[config.mk]
export PLATFORM = sky130hd
export DESIGN_NAME = quad_decoder_4x
export DESIGN_NICKNAME = d
export VERILOG_FILES = /design/src/rtl/qdec_pkg.sv /design/src/rtl/qdec_sync.sv /design/src/rtl/qdec_filter.sv /design/src/rtl/qdec_xlate.sv /design/src/rtl/quad_decoder_4x.sv
export SDC_FILE = /design/constraint.sdc
export NUM_CORES = 1
export LEC_CHECK = 0
export BUFFER_PORTS_ARGS = -buffer_cell sky130_fd_sc_hd__buf_2
export CORE_AREA = 2 2 39 41
export DETAILED_ROUTE_END_ITERATION = 6
export DIE_AREA = 0 0 41 43
export PLACE_DENSITY_LB_ADDON = 0.12
export SKIP_LAST_GASP = 1
export SLEW_MARGIN = 5
export SYNTH_ARGS = -nofsm -noshare
export SYNTH_HDL_FRONTEND = slang
export SYNTH_SLANG_ARGS = --single-unit
[constraint.sdc]
create_clock -name clk -period 1.85 [get_ports clk]
set_input_delay 0.37 -clock clk [delete_from_list [all_inputs] [get_ports clk]]
set_output_delay 0.37 -clock clk [all_outputs]
set_load 0.005 [all_outputs]
[src/rtl/qdec_pkg.sv]
package qdec_pkg;
   typedef struct packed {
      logic a;
      logic b;
   } qphase_t;

   // forward order index: (1,0)=0 (1,1)=1 (0,1)=2 (0,0)=3
   function automatic logic [1:0] phase_idx(input qphase_t s);
      return {~s.a, ~(s.a ^ s.b)};
   endfunction
endpackage

[src/rtl/qdec_sync.sv]
module qdec_sync #(
   parameter int STAGES = 2
) (
   input  logic clk,
   input  logic din,
   output logic dout
);
   logic [STAGES-1:0] chain;

   generate
      if (STAGES < 2) begin : g_bad
         $error("qdec_sync: STAGES must be at least 2");
      end
   endgenerate

   always_ff @(posedge clk) begin
      chain <= {chain[STAGES-2:0], din};
   end

   assign dout = chain[STAGES-1];
endmodule

[src/rtl/qdec_filter.sv]
module qdec_filter #(
   parameter int DEPTH = 3
) (
   input  logic clk,
   input  logic rst_n,
   input  logic din,
   output logic dout
);
   logic [1:0] age;
   logic       armed;

   always_ff @(posedge clk) begin
      if (!rst_n)          age <= 2'd0;
      else if (age != 2'd3) age <= age + 2'd1;
   end
   assign armed = (age == 2'd3);

   generate
      if (DEPTH < 1) begin : g_bad
         $error("qdec_filter: DEPTH must be at least 1");
      end else if (DEPTH == 1) begin : g_pass
         always_ff @(posedge clk) dout <= din;
      end else begin : g_hold
         localparam int HW = DEPTH - 1;
         logic [HW-1:0] hist;
         logic          all_one;
         logic          all_zero;

         assign all_one  = &{hist, din};
         assign all_zero = ~(|{hist, din});

         always_ff @(posedge clk) begin
            if (!rst_n) begin
               hist <= {HW{din}};
               dout <= din;
            end else begin
               hist <= {hist[HW-2+((HW==1)?1:0):0], din} >> ((HW==1) ? 1 : 0);
               if (all_one)       dout <= 1'b1;
               else if (all_zero) dout <= 1'b0;
            end
         end


         filt_follow_chk: assert property (@(posedge clk) disable iff (!rst_n)
            (armed && !$stable(dout)) |-> ($past(din) == dout));
         if (DEPTH >= 3) begin : g_deep

            filt_hold_chk: assert property (@(posedge clk) disable iff (!rst_n)
               (armed && !$stable(dout)) |-> ($past(din, 2) == dout));
         end
      end
   endgenerate
endmodule

[src/rtl/qdec_xlate.sv]
module qdec_xlate
   import qdec_pkg::*;
(
   input  logic    clk,
   input  logic    rst_n,
   input  qphase_t cur,
   output logic    count_en,
   output logic    dir_up,
   output logic    illegal
);
   qphase_t    prev;
   logic [1:0] step;
   logic [1:0] age;
   logic       armed;

   assign step = phase_idx(cur) - phase_idx(prev);

   always_ff @(posedge clk) begin
      if (!rst_n) begin
         prev     <= cur;
         count_en <= 1'b0;
         dir_up   <= 1'b1;
         illegal  <= 1'b0;
      end else begin
         prev     <= cur;
         count_en <= step[0];
         illegal  <= (step == 2'd2);
         if (step[0]) dir_up <= ~step[1];
      end
   end

   always_ff @(posedge clk) begin
      if (!rst_n)           age <= 2'd0;
      else if (age != 2'd3) age <= age + 2'd1;
   end
   assign armed = (age == 2'd3);


   step_fault_excl_chk: assert property (@(posedge clk) disable iff (!rst_n)
      $onehot0({count_en, illegal}));

   step_needs_move_chk: assert property (@(posedge clk) disable iff (!rst_n)
      (armed && count_en) |-> ($past(cur) != $past(cur, 2)));

   fault_is_jump_chk: assert property (@(posedge clk) disable iff (!rst_n)
      (armed && illegal) |-> ($past(cur) == ~$past(cur, 2)));

   up_order_chk: assert property (@(posedge clk) disable iff (!rst_n)
      (armed && count_en && dir_up) |->
         (phase_idx($past(cur)) == phase_idx($past(cur, 2)) + 2'd1));

   dir_hold_chk: assert property (@(posedge clk) disable iff (!rst_n)
      (armed && !count_en) |-> $stable(dir_up));
endmodule

[src/rtl/quad_decoder_4x.sv]
module quad_decoder_4x
   import qdec_pkg::*;
#(
   parameter int SYNC_STAGES = 2,
   parameter int FILT_LEN    = 3,
   parameter int MAX_LATENCY = 7
) (
   input  logic clk,
   input  logic rst_n,
   input  logic ch_a_raw,
   input  logic ch_b_raw,
   output logic count_en,
   output logic dir_up,
   output logic illegal
);
   localparam int PIPE_EDGES = SYNC_STAGES + FILT_LEN + 1;

   generate
      if (PIPE_EDGES > MAX_LATENCY) begin : g_budget
         $error("quad_decoder_4x: sync plus filter exceed latency budget");
      end
   endgenerate

   logic [1:0] raw;
   logic [1:0] synced;
   logic [1:0] clean;
   qphase_t    cur;

   assign raw = {ch_a_raw, ch_b_raw};

   generate
      for (genvar c = 0; c < 2; c++) begin : g_chan
         qdec_sync #(.STAGES(SYNC_STAGES)) u_sync (
            .clk  (clk),
            .din  (raw[c]),
            .dout (synced[c])
         );
         qdec_filter #(.DEPTH(FILT_LEN)) u_filt (
            .clk   (clk),
            .rst_n (rst_n),
            .din   (synced[c]),
            .dout  (clean[c])
         );
      end
   endgenerate

   assign cur.a = clean[1];
   assign cur.b = clean[0];

   qdec_xlate u_xlate (
      .clk      (clk),
      .rst_n    (rst_n),
      .cur      (cur),
      .count_en (count_en),
      .dir_up   (dir_up),
      .illegal  (illegal)
   );


   reset_quiet_chk: assert property (@(posedge clk)
      !rst_n |=> (!count_en && !illegal && dir_up));
endmodule

==> results.sh <==
export IMPL_status="finished, final reports clean"
export IMPL_ys_warn_count=0
export IMPL_port_buffers=6
export IMPL_nets=52
export IMPL_avgSynthCellArea_um2=13.1
export IMPL_max_slew_margin_pct=89.1
export IMPL_holdCritPathClass="primary input to register"
export IMPL_numClockSinks=15
export IMPL_drt_first_iter_violations=2
export IMPL_wl_per_cell_um=10.1
export IMPL_p_leak_nw=0.240
export IMPL_fmax_mhz=772
export IMPL_routed_via_density=4.55
export IMPL_cts_root_buf="clkbuf_4"
export IMPL_overflow=0
export IMPL_grt_pass1_vias=263
export IMPL_worstMarginPinSlew_ns=0.162
export IMPL_synth_seq_area_share_pct=66.3
export IMPL_track_usage_pct=9.04
export IMPL_clk_latency_ns=0.28
export IMPL_setup_slack_ns=0.554
export IMPL_cts_max_level=1
export IMPL_switching_share_pct=23.1
export IMPL_start_util_pct=34.9
export IMPL_dp_slack_ns=0.558
export IMPL_drcViolationCount=0
export IMPL_final_max_slew_viol_count=0
export IMPL_synthToLayoutAreaGrowth_pct=14.8
export IMPL_via_count=282
export IMPL_cts_reportedPaths_clkPinSlew_ns=0.08
export IMPL_pwr_share_seq_pct=59.0
export IMPL_most_common_layout_cells="dfxtp_1, buf_2, nand3_1, nand2_1, clkbuf_4"
export IMPL_drive_gt1_share_pct=23.9
export IMPL_rsz0062_at_grt="no"
export IMPL_fin_tns_setup_ns=0
export IMPL_cp_max_fo=2
export IMPL_antenna_found_initial=0
export IMPL_finalCritPeriodShare_pct=70.0
export IMPL_hold_buffers=0
export IMPL_finalWirelength_um=629
export IMPL_cts_repair_resized=0
export IMPL_cts_max_path_buffers=2
export IMPL_setup_viol=0
export IMPL_syn_area_um2=483
export IMPL_arrival_ns=1.47
export IMPL_rows=14
export IMPL_combPwrFrac_pct=13.0
export IMPL_p_per_area_mw_per_mm2=1170
export IMPL_drtAntennaViolNets=0
export IMPL_period_minus_slack_ns=1.30
export IMPL_path_class="register to register"
export IMPL_syn_nets=42
export IMPL_numCtsBuffers=3
export IMPL_grt_pass1_wl_mm=1.01
export IMPL_p_int_mw=0.497
export IMPL_ir_drop_uv=470
export IMPL_pwr_share_clk_pct=28.0
export IMPL_io_pins=7
export IMPL_gp_congestion=0.577
export IMPL_cap_violations=0
export IMPL_crit_path_start_kind="register"
export IMPL_num_fill_cells=128
export IMPL_coreArea_mm2=0.00138
export IMPL_cts_setup_buffers=0
export IMPL_drt_pass1_iterations=2
export IMPL_die_w_um=41
export IMPL_layout_commonest_cell="dfxtp_1"
export IMPL_endpoint_kind="register"
export IMPL_ys_ff_latch=15
export IMPL_cts_tree="done"
export IMPL_diodes=0
export IMPL_worstPathRequired_ns=2.02
export IMPL_hold_viol_final=0
export IMPL_dieArea_mm2=0.00176
export IMPL_synth_distinct_cells=15
export IMPL_syn_instance_count=37
export IMPL_p_sw_mw=0.149
export IMPL_die_h_um=43
export IMPL_grt_max_degree=10
export IMPL_totalPowerFinal_mw=0.646
export IMPL_final_setup_skew_ns=0.00140
-- final timing paths --
kind	startpoint	end	slack [ns]	depth (start not counted)
min reg2reg	g_chan[1].u_sync.chain[0]	g_chan[1].u_sync.chain[1]	0.34	0
max reg2reg	g_chan[0].u_filt.dout	u_xlate.dir_up	0.55	5
min	ch_a_raw	g_chan[1].u_sync.chain[0]	0.19	1
max	g_chan[0].u_filt.dout	u_xlate.dir_up	0.55	5
-- cells in the mapped netlist --
cell type	number	area, um2
ha_1	1	12.5
mux2_2	2	22.5
mux2i_1	1	10.0
a21boi_0	2	15.0
xnor3_1	1	22.5
nor2_1	1	3.75
nand3_1	4	20.0
nand2_1	4	15.0
or3_1	2	12.5
nor2b_1	1	6.26
buf_2	1	5.00
xnor2_1	1	8.76
dfxtp_1	13	260
xor2_1	1	8.76
edfxtp_1	2	60.1
-- metrics by stage --
stage               cells  hold slack, ns  util, %  area, um2
finish                 62           0.191     40.1        554
global route           62           0.175     40.1        554
CTS                    62           0.182     40.1        554
detailed placement     58           0.314     38.2        528
global placement       58           0.313     38.2        528
floorplan              37           0.310        -        483
-- worst max-delay path, stage by stage (launching register included) --
cell	delay [ns]
edfxtp_1	0.42
xor2_1	0.18
ha_1	0.20
xnor3_1	0.20
mux2i_1	0.13
nand2_1	0.06
-- layout make-up --
type | count | area, um2 | share of cell area, %
Sequential cell | 15 | 320 | 57.8
Multi-Input combinational cell | 21 | 158 | 28.4
Timing Repair Buffer | 6 | 30.0 | 5.42
Clock buffer | 4 | 26.3 | 4.74
Tap cell | 16 | 20.0 | 3.61
-- kinds of logic (layout without fill, tap and decap cells) --
kind of cell	after synthesis	count (layout)	share of synthesized area, %
buf+inv	1	10	1.04
simple gates	12	12	11.9
compound gates	2	2	3.11
mux	3	3	6.74
fa+ha+maj	1	1	2.59
xor+xnor	3	3	8.29
flops	15	15	66.3
-- registers in the layout, indices dropped and copies added (netlist names) --
| signal | flops |
|---|---|
| g_chan.u_filt.dout | 2 |
| g_chan.u_filt.g_hold.hist | 4 |
| g_chan.u_sync.chain | 4 |
| u_xlate.count_en | 1 |
| u_xlate.dir_up | 1 |
| u_xlate.illegal | 1 |
| u_xlate.prev | 2 |
-- power groups by stage --
stage                     combinational [mW]  sequential (mW)  clock, mW
after CTS                             0.0853            0.382      0.184
final                                 0.0839            0.381      0.181
after detailed placement              0.0851            0.390          0
after global routing                  0.0954            0.385      0.202
after floorplan                       0.0593            0.388          0
after global placement                0.0831            0.387          0
-- per-layer routing --
metal	vias up	routed length [um]	GRT usage, %
met3	0	39	3.14
met1	131	300	10.7
met5	-	0	0
met2	6	289	12.2
met4	0	0	8.00
li1	145	-	-
Note: power is estimated with default switching activity, not from simulation.
